$ cat src/rtl/ddr_rd_pkg.sv
package ddr_rd_pkg;

  typedef enum logic [1:0] {
    CMD_IDLE = 2'd0,
    CMD_READ = 2'd1,
    CMD_MODE = 2'd2,
    CMD_RSVD = 2'd3
  } cmd_e;

  typedef enum logic [1:0] {
    AL_NONE  = 2'd0,
    AL_CLM1  = 2'd1,
    AL_CLM2  = 2'd2,
    AL_ILLEG = 2'd3
  } al_mode_e;

endpackage

$ cat src/rtl/ddr_rd_cmd_ctl.sv
module ddr_rd_cmd_ctl
  import ddr_rd_pkg::*;
#(
  parameter int CL_MIN = 5,
  parameter int CL_MAX = 11,
  parameter int TCCD   = 4,
  parameter int CLW    = 4,
  parameter int RLW    = 5
) (
  input  logic           clk,
  input  logic           rst,
  input  logic [1:0]     cmd,
  input  logic [CLW-1:0] mode_cl,
  input  logic [1:0]     mode_al,
  input  logic           busy,
  output logic           rd_accept,
  output logic [RLW-1:0] rl,
  output logic           rd_err,
  output logic           mode_err
);

  localparam int SW = $clog2(TCCD + 1);

  logic [CLW-1:0] cl_q;
  al_mode_e       al_q;
  logic [SW-1:0]  since_q;
  logic [RLW-1:0] cl_ext;
  logic [RLW-1:0] al_val;
  logic           is_read;
  logic           is_mode;
  logic           mode_ok;

  assign is_read = (cmd == CMD_READ);
  assign is_mode = (cmd == CMD_MODE);
  assign cl_ext  = RLW'(cl_q);

  always_comb begin
    unique case (al_q)
      AL_CLM1: al_val = cl_ext - RLW'(1);
      AL_CLM2: al_val = cl_ext - RLW'(2);
      default: al_val = '0;
    endcase
  end

  assign rl        = cl_ext + al_val;
  assign rd_accept = is_read && (since_q >= SW'(TCCD));
  assign mode_ok   = (mode_cl >= CLW'(CL_MIN)) && (mode_cl <= CLW'(CL_MAX)) &&
                     (mode_al != 2'd3) && !busy;

  always_ff @(posedge clk) begin
    if (rst) begin
      cl_q     <= CLW'(CL_MIN);
      al_q     <= AL_NONE;
      since_q  <= SW'(TCCD);
      rd_err   <= 1'b0;
      mode_err <= 1'b0;
    end else begin
      rd_err   <= is_read && !rd_accept;
      mode_err <= is_mode && !mode_ok;
      if (is_mode && mode_ok) begin
        cl_q <= mode_cl;
        al_q <= al_mode_e'(mode_al);
      end
      if (rd_accept) begin
        since_q <= SW'(1);
      end else if (since_q < SW'(TCCD)) begin
        since_q <= since_q + SW'(1);
      end
    end
  end

endmodule

$ cat src/rtl/ddr_rd_lat_line.sv
module ddr_rd_lat_line #(
  parameter int DEPTH = 21,
  parameter int ENT_W = 16,
  parameter int RLW   = 5
) (
  input  logic             clk,
  input  logic             rst,
  input  logic             wr_en,
  input  logic [RLW-1:0]   wr_idx,
  input  logic [ENT_W-1:0] wr_data,
  output logic [ENT_W-1:0] head,
  output logic             next_valid,
  output logic             busy
);

  logic [ENT_W-1:0] slot_q [DEPTH];
  logic [ENT_W-1:0] up_w   [DEPTH];

  for (genvar i = 0; i < DEPTH; i++) begin : g_up
    if (i == DEPTH - 1) begin : g_top
      assign up_w[i] = '0;
    end else begin : g_mid
      assign up_w[i] = slot_q[i+1];
    end
  end

  always_ff @(posedge clk) begin
    if (rst) begin
      for (int i = 0; i < DEPTH; i++) slot_q[i] <= '0;
    end else begin
      for (int i = 0; i < DEPTH; i++) begin
        if (wr_en && (wr_idx == RLW'(i))) slot_q[i] <= wr_data;
        else                              slot_q[i] <= up_w[i];
      end
    end
  end

  always_comb begin
    busy = 1'b0;
    for (int i = 0; i < DEPTH; i++) busy = busy | slot_q[i][ENT_W-1];
  end

  assign head       = slot_q[0];
  assign next_valid = slot_q[1][ENT_W-1];

endmodule

$ cat src/rtl/ddr_rd_burst_gen.sv
module ddr_rd_burst_gen #(
  parameter int BANK_W = 3,
  parameter int COL_W  = 10,
  parameter int ENT_W  = 16
) (
  input  logic                    clk,
  input  logic                    rst,
  input  logic [ENT_W-1:0]        head,
  input  logic                    next_valid,
  output logic                    active,
  output logic                    dq_oe,
  output logic [BANK_W+COL_W-1:0] dq_rise,
  output logic [BANK_W+COL_W-1:0] dq_fall,
  output logic                    dqs_oe,
  output logic                    dqs_hi,
  output logic                    close_req,
  output logic [BANK_W-1:0]       close_bank
);

  localparam int DQ_W = BANK_W + COL_W;

  function automatic logic [COL_W-1:0] beat_col(input logic [COL_W-1:0] c,
                                                input logic chop,
                                                input logic [2:0] b);
    logic [COL_W-1:0] r;
    r = c;
    if (chop) r[1:0] = c[1:0] + b[1:0];
    else      r[2:0] = c[2:0] + b;
    return r;
  endfunction

  logic              h_valid, h_ap, h_chop;
  logic [BANK_W-1:0] h_bank;
  logic [COL_W-1:0]  h_col;

  assign h_valid = head[ENT_W-1];
  assign h_ap    = head[ENT_W-2];
  assign h_chop  = head[ENT_W-3];
  assign h_bank  = head[DQ_W-1:COL_W];
  assign h_col   = head[COL_W-1:0];

  logic              act_q, ap_q, chop_q;
  logic [1:0]        idx_q;
  logic [BANK_W-1:0] bank_q;
  logic [COL_W-1:0]  col_q;

  logic              at_last, adv, data_n;
  logic [1:0]        n_idx;
  logic              n_chop;
  logic [BANK_W-1:0] n_bank;
  logic [COL_W-1:0]  n_col;

  always_comb begin
    at_last = act_q && (idx_q == (chop_q ? 2'd1 : 2'd3));
    adv     = act_q && !at_last;
    data_n  = h_valid || adv;
    n_idx   = h_valid ? 2'd0 : idx_q + 2'd1;
    n_chop  = h_valid ? h_chop : chop_q;
    n_bank  = h_valid ? h_bank : bank_q;
    n_col   = h_valid ? h_col  : col_q;
  end

  always_ff @(posedge clk) begin
    if (rst) begin
      act_q      <= 1'b0;
      ap_q       <= 1'b0;
      chop_q     <= 1'b0;
      idx_q      <= '0;
      bank_q     <= '0;
      col_q      <= '0;
      dq_oe      <= 1'b0;
      dq_rise    <= '0;
      dq_fall    <= '0;
      dqs_oe     <= 1'b0;
      dqs_hi     <= 1'b0;
      close_req  <= 1'b0;
      close_bank <= '0;
    end else begin
      act_q <= data_n;
      idx_q <= data_n ? n_idx : 2'd0;
      if (h_valid) begin
        ap_q   <= h_ap;
        chop_q <= h_chop;
        bank_q <= h_bank;
        col_q  <= h_col;
      end
      dq_oe   <= data_n;
      dq_rise <= data_n ? {n_bank, beat_col(n_col, n_chop, {n_idx, 1'b0})} : '0;
      dq_fall <= data_n ? {n_bank, beat_col(n_col, n_chop, {n_idx, 1'b1})} : '0;
      dqs_oe  <= data_n || next_valid;
      dqs_hi  <= data_n;
      close_req  <= at_last && ap_q;
      close_bank <= (at_last && ap_q) ? bank_q : '0;
    end
  end

  assign active = act_q;

endmodule

$ cat src/rtl/ddr_rd_return_sched.sv
module ddr_rd_return_sched
  import ddr_rd_pkg::*;
#(
  parameter int BANK_W = 3,
  parameter int COL_W  = 10,
  parameter int CL_MIN = 5,
  parameter int CL_MAX = 11,
  parameter int TCCD   = 4,
  parameter int CLW    = 4
) (
  input  logic                    clk,
  input  logic                    rst,
  input  logic [1:0]              cmd,
  input  logic [BANK_W-1:0]       cmd_bank,
  input  logic [COL_W-1:0]        cmd_col,
  input  logic                    cmd_ap,
  input  logic                    cmd_chop,
  input  logic [CLW-1:0]          mode_cl,
  input  logic [1:0]              mode_al,
  output logic                    dq_oe,
  output logic [BANK_W+COL_W-1:0] dq_rise,
  output logic [BANK_W+COL_W-1:0] dq_fall,
  output logic                    dqs_oe,
  output logic                    dqs_hi,
  output logic                    close_req,
  output logic [BANK_W-1:0]       close_bank,
  output logic                    rd_err,
  output logic                    mode_err
);

  localparam int DEPTH = 2 * CL_MAX - 1;
  localparam int RLW   = $clog2(DEPTH + 1);
  localparam int DQ_W  = BANK_W + COL_W;
  localparam int ENT_W = DQ_W + 3;

  logic             rd_accept;
  logic [RLW-1:0]   rl;
  logic             line_busy;
  logic             eng_active;
  logic [ENT_W-1:0] head;
  logic             next_valid;
  logic [ENT_W-1:0] new_ent;

  assign new_ent = {1'b1, cmd_ap, cmd_chop, cmd_bank, cmd_col};

  ddr_rd_cmd_ctl #(
    .CL_MIN(CL_MIN), .CL_MAX(CL_MAX), .TCCD(TCCD), .CLW(CLW), .RLW(RLW)
  ) u_ctl (
    .clk       (clk),
    .rst       (rst),
    .cmd       (cmd),
    .mode_cl   (mode_cl),
    .mode_al   (mode_al),
    .busy      (line_busy || eng_active),
    .rd_accept (rd_accept),
    .rl        (rl),
    .rd_err    (rd_err),
    .mode_err  (mode_err)
  );

  ddr_rd_lat_line #(
    .DEPTH(DEPTH), .ENT_W(ENT_W), .RLW(RLW)
  ) u_line (
    .clk        (clk),
    .rst        (rst),
    .wr_en      (rd_accept),
    .wr_idx     (rl - RLW'(1)),
    .wr_data    (new_ent),
    .head       (head),
    .next_valid (next_valid),
    .busy       (line_busy)
  );

  ddr_rd_burst_gen #(
    .BANK_W(BANK_W), .COL_W(COL_W), .ENT_W(ENT_W)
  ) u_burst (
    .clk        (clk),
    .rst        (rst),
    .head       (head),
    .next_valid (next_valid),
    .active     (eng_active),
    .dq_oe      (dq_oe),
    .dq_rise    (dq_rise),
    .dq_fall    (dq_fall),
    .dqs_oe     (dqs_oe),
    .dqs_hi     (dqs_hi),
    .close_req  (close_req),
    .close_bank (close_bank)
  );

endmodule

$ cat config.mk
export PLATFORM = sky130hd
export DESIGN_NAME = ddr_rd_return_sched
export DESIGN_NICKNAME = d
export VERILOG_FILES = /design/src/rtl/ddr_rd_pkg.sv /design/src/rtl/ddr_rd_cmd_ctl.sv /design/src/rtl/ddr_rd_lat_line.sv /design/src/rtl/ddr_rd_burst_gen.sv /design/src/rtl/ddr_rd_return_sched.sv
export SDC_FILE = /design/constraint.sdc
export NUM_CORES = 1
export LEC_CHECK = 0
export ABC_AREA = 1
export BUFFER_PORTS_ARGS = -buffer_cell sky130_fd_sc_hd__buf_4
export CAP_MARGIN = 10
export CORE_ASPECT_RATIO = 1.75
export CORE_MARGIN = 2
export CORE_UTILIZATION = 55
export CTS_BUF_LIST = sky130_fd_sc_hd__clkbuf_4 sky130_fd_sc_hd__clkbuf_8
export CTS_CLUSTER_DIAMETER = 100
export DETAILED_ROUTE_END_ITERATION = 8
export PLACE_DENSITY_LB_ADDON = 0.08
export SLEW_MARGIN = 20
export SYNTH_ARGS = -nofsm -noshare
export SYNTH_HDL_FRONTEND = slang
export SYNTH_SLANG_ARGS = --single-unit
$ cat constraint.sdc
create_clock -name clk -period 4.7 [get_ports clk]
set_input_delay 0.235 -clock clk [delete_from_list [all_inputs] [get_ports clk]]
set_output_delay 0.235 -clock clk [all_outputs]
set_load 0.05 [all_outputs]
==> flow_summary.ini <==
[run_status]
status = complete, no violations

[worst_setup_path]
cpMostUsedCell = inv_1
cpLargestDelayFamily = simple AND/OR/NAND/NOR gates
cp.buffers_inverters = 6
setup.worst_path.start = u_ctl.cl_q[1]
worstPathArrival_ns = 4.42
cpMaxStageDelayCell = nand2_4
cp_slowest_stage_delay_ns = 0.44
r2r_cells = 21
regToRegStartpoint = u_ctl.cl_q[1]
critical_path_class = reg -> reg
critical_path.endpoint_type = flip-flop
path_cells = inv_1 > ha_1 > inv_1 > o21ai_0 > nor2_1 > nor2_1 > o2bb2ai_1 > nand2_1 > ha_1 > inv_1 > ha_1 > nand2_1 > inv_1 > a21oi_2 > inv_1 > nand3_1 > nand2_4 > buf_4 > nand2_2 > nand2_1 > a21oi_1
worstSetupStartpointType = flip-flop
cp.required_ns = 5.03
regToRegSetupSlack_ns = 0.61
crit_path_max_fanout = 42
worstReg2RegEnd = u_line.slot_q[0][227]

[sta]
period_share_pct = 87.07
fin_crit_ns = 4.092
setup_viol = 0
hold_ws_ns = 0.07989
fmax_mhz = 244.4
rsz0062_at_grt = false
final.setup.worst_slack_ns = 0.6076
hold_viol = 0
slew_headroom_pct = 35.93
finalMaxSlewViolations = 0
fin_worst_skew_ns = 0.02250
tightest_slew_ns = 0.9610
fin_setup_tns_ns = 0

[synthesis]
ys_seq_elements = 386
synthCells = 2087
synthSimpleGateAreaFrac_pct = 24.21
syn_area_um2 = 18700
synthXorXnorAreaFrac_pct = 0.1405
synth_edf_count = 336
synth.avg_cell_area_um2 = 8.959
synth_mux_area_share_pct = 0.3748
synth_warnings = 0
synth_top_family_by_area = simple AND/OR/NAND/NOR gates
synth-adder-area-share_pct = 1.084
synth_flop_cell = edfxtp_1
ys_types = 43
synthArstFlopShare_pct = 0
yosysSeqAreaShare_pct = 59.32
synth_compound_area_share_pct = 6.398

[worst_hold_path]
min_to = u_ctl.since_q[2]
min_from = cmd[1]
min_path_cells = 5
hold_path_class = in -> reg

[placement]
dp_slack_ns = 0.6805
gp_congestion = 0.8334
port_buffers = 59
dpl.hpwl_um = 32820

[power]
p_leak_uw = 0.009960
cellPowerDensity_nw_per_um2 = 342.7
vdd_drop_max_mv = 0.2153

[floorplanning]
die_w_um = 143.4
start_util_pct = 55.60
core_area_um2 = 33630
num_rows = 89
io-pin-count = 60
dieArea_um2 = 35540
die_y_um = 247.9

[cells_and_area]
multi_input_area_um2 = 7310
finalNetCount = 2453
fillers = 2993
drive_above_1_share_pct = 9.516
syn2layout_area_growth_pct = 15.29
seqCellArea_um2 = 11090

[drt]
vias = 14559
drcViolationCount = 0
avgRoutedWirePerCell_um = 16.87
drt-total-wl_um = 49190
drt-initial-drc-count = 961
via_per_inst = 4.995
firstDrtPassIters = 5
ant_nets = 0

[clocking]
insertion_delay_ns = 0.63
clock-sinks = 386
h-tree-depth = 2
numCtsBuffers = 58
cts_root_buf = clkbuf_8
clockBufferDepth = 3
postCtsSetupBuffers = 0
cts_tree = built
clk_pin_slew_ns = 0.07

[global_routing]
grt_pass1_wl_um = 75990
grt_pass1_vias = 13970
antenna_found_initial = 1
globalRouteTotalUtil_pct = 28.39
grt.overflow.total = 0
grt_max_degree = 104

[flow_run]
drv_cap = 0
-- final cells by class --
| class | instances | area share [%] |
|---|---|---|
| Sequential cell | 386 | 51.45 |
| Multi-Input combinational cell | 1682 | 33.91 |
| Clock buffer | 86 | 4.882 |
| Inverter | 192 | 3.372 |
| Timing Repair Buffer | 93 | 3.320 |
| Tap cell | 455 | 2.641 |
| Clock inverter | 20 | 0.4121 |
| Antenna cell | 1 | 0.01161 |
-- power by group --
| group | switching (uW) | internal [uW] | total, uW |
|---|---|---|---|
| sequential | 74.4 | 3950 | 4030 |
| combinational | 459 | 169 | 629 |
| clock | 1310 | 1430 | 2730 |
| total | 1840 | 5550 | 7390 |
-- per-layer routing --
layer  up-vias  GRT usage (%)  part of all wire (%)
li1       7114              -                     -
met1      6857          32.87                    38
met2       447          49.76                    51
met3       141          4.264                   5.6
met4         0          16.21                   6.0
met5         -              0                     0
-- state kept, by name, indices dropped and copies added (netlist names) --
register,flops
u_burst.close_bank,3
u_burst.col_q,10
u_ctl.since_q,3
u_burst.dq_rise,13
u_ctl.mode_err,1
u_ctl.al_q,2
u_burst.dq_fall,3
u_ctl.cl_q,4
u_line.slot_q,336
u_burst.chop_q,1
u_burst.close_req,1
u_burst.ap_q,1
u_burst.idx_q,2
u_burst.dqs_hi,1
u_burst.dqs_oe,1
u_ctl.rd_err,1
u_burst.bank_q,3
-- metrics by stage --
stage	instance area [um2]	power, uW	utilization (%)	instances
2_1_floorplan	19950	4500	-	2422
3_3_place_gp	20340	4694	60.49	2801
3_5_place_dp	20340	4708	60.49	2801
4_1_cts	21550	7417	64.09	2914
5_1_grt	21560	7648	64.10	2915
6_report	21560	7388	64.10	2915
-- synth_stat cells (all sizes together), types with 5 or more instances --
cell / instances / area [um2]
buf: 102 / 634.3
nor3: 5 / 35.03
nand4: 7 / 43.79
o21ai: 16 / 83.83
inv: 190 / 713.2
a21oi: 214 / 1075
ha: 13 / 162.7
mux2i: 7 / 70.07
edfxtp: 336 / 10090
clkbuf: 60 / 225.2
dfxtp: 50 / 1001
nor2: 345 / 1328
nand3: 207 / 1076
nand2: 518 / 2004
-- kinds of logic (layout without fill, tap and decap cells) --
logic type	Yosys count	after routing
buffers and inverters	354	391
xor gates and xnor gates	3	3
muxes	7	7
DFF	386	386
other	1	337
adders and majority gates	15	15
AOI/OAI and AO/OA	235	235
and+or+nand+nor	1086	1086
-- worst reg2reg max path, cell delays in order (launching register included) --
cell and delay [ns]:
dfxtp_1 0.32, inv_1 0.16, ha_1 0.17, inv_1 0.03
o21ai_0 0.21, nor2_1 0.07, nor2_1 0.10, o2bb2ai_1 0.12
nand2_1 0.07, ha_1 0.27, inv_1 0.04, ha_1 0.32
nand2_1 0.06, inv_1 0.06, a21oi_2 0.07, inv_1 0.08
nand3_1 0.18, nand2_4 0.44, buf_4 0.46, nand2_2 0.34
nand2_1 0.17, a21oi_1 0.07
-- cells in the final DEF (no fill, tap or decap), drive strengths merged, types with 50 or more instances in the layout --
master  instances
conb          336
nand3         207
nand2         518
inv           190
a21oi         214
buf            86
nor2          345
edfxtp        336
clkbuf         86
dfxtp          50
-- worst max path at each step --
| stage | to | slack [ns] | cells after the start |
|---|---|---|---|
| floorplan | u_line.slot_q[0][113] | 1.64 | 14 |
| global placement | u_line.slot_q[0][234] | 0.74 | 13 |
| detailed placement | u_line.slot_q[0][232] | 0.68 | 21 |
| CTS | u_line.slot_q[0][233] | 0.64 | 13 |
| global route | u_line.slot_q[0][230] | 0.19 | 21 |
| finish | u_line.slot_q[0][227] | 0.61 | 21 |
-- timing repair --
action | 4_1_cts | 5_1_grt
resized for setup | 0 | 0
endpoints found under the hold margin | 8 | 0
hold buffers | 7 | 0
No activity file was read; power rests on OpenSTA's default activity.
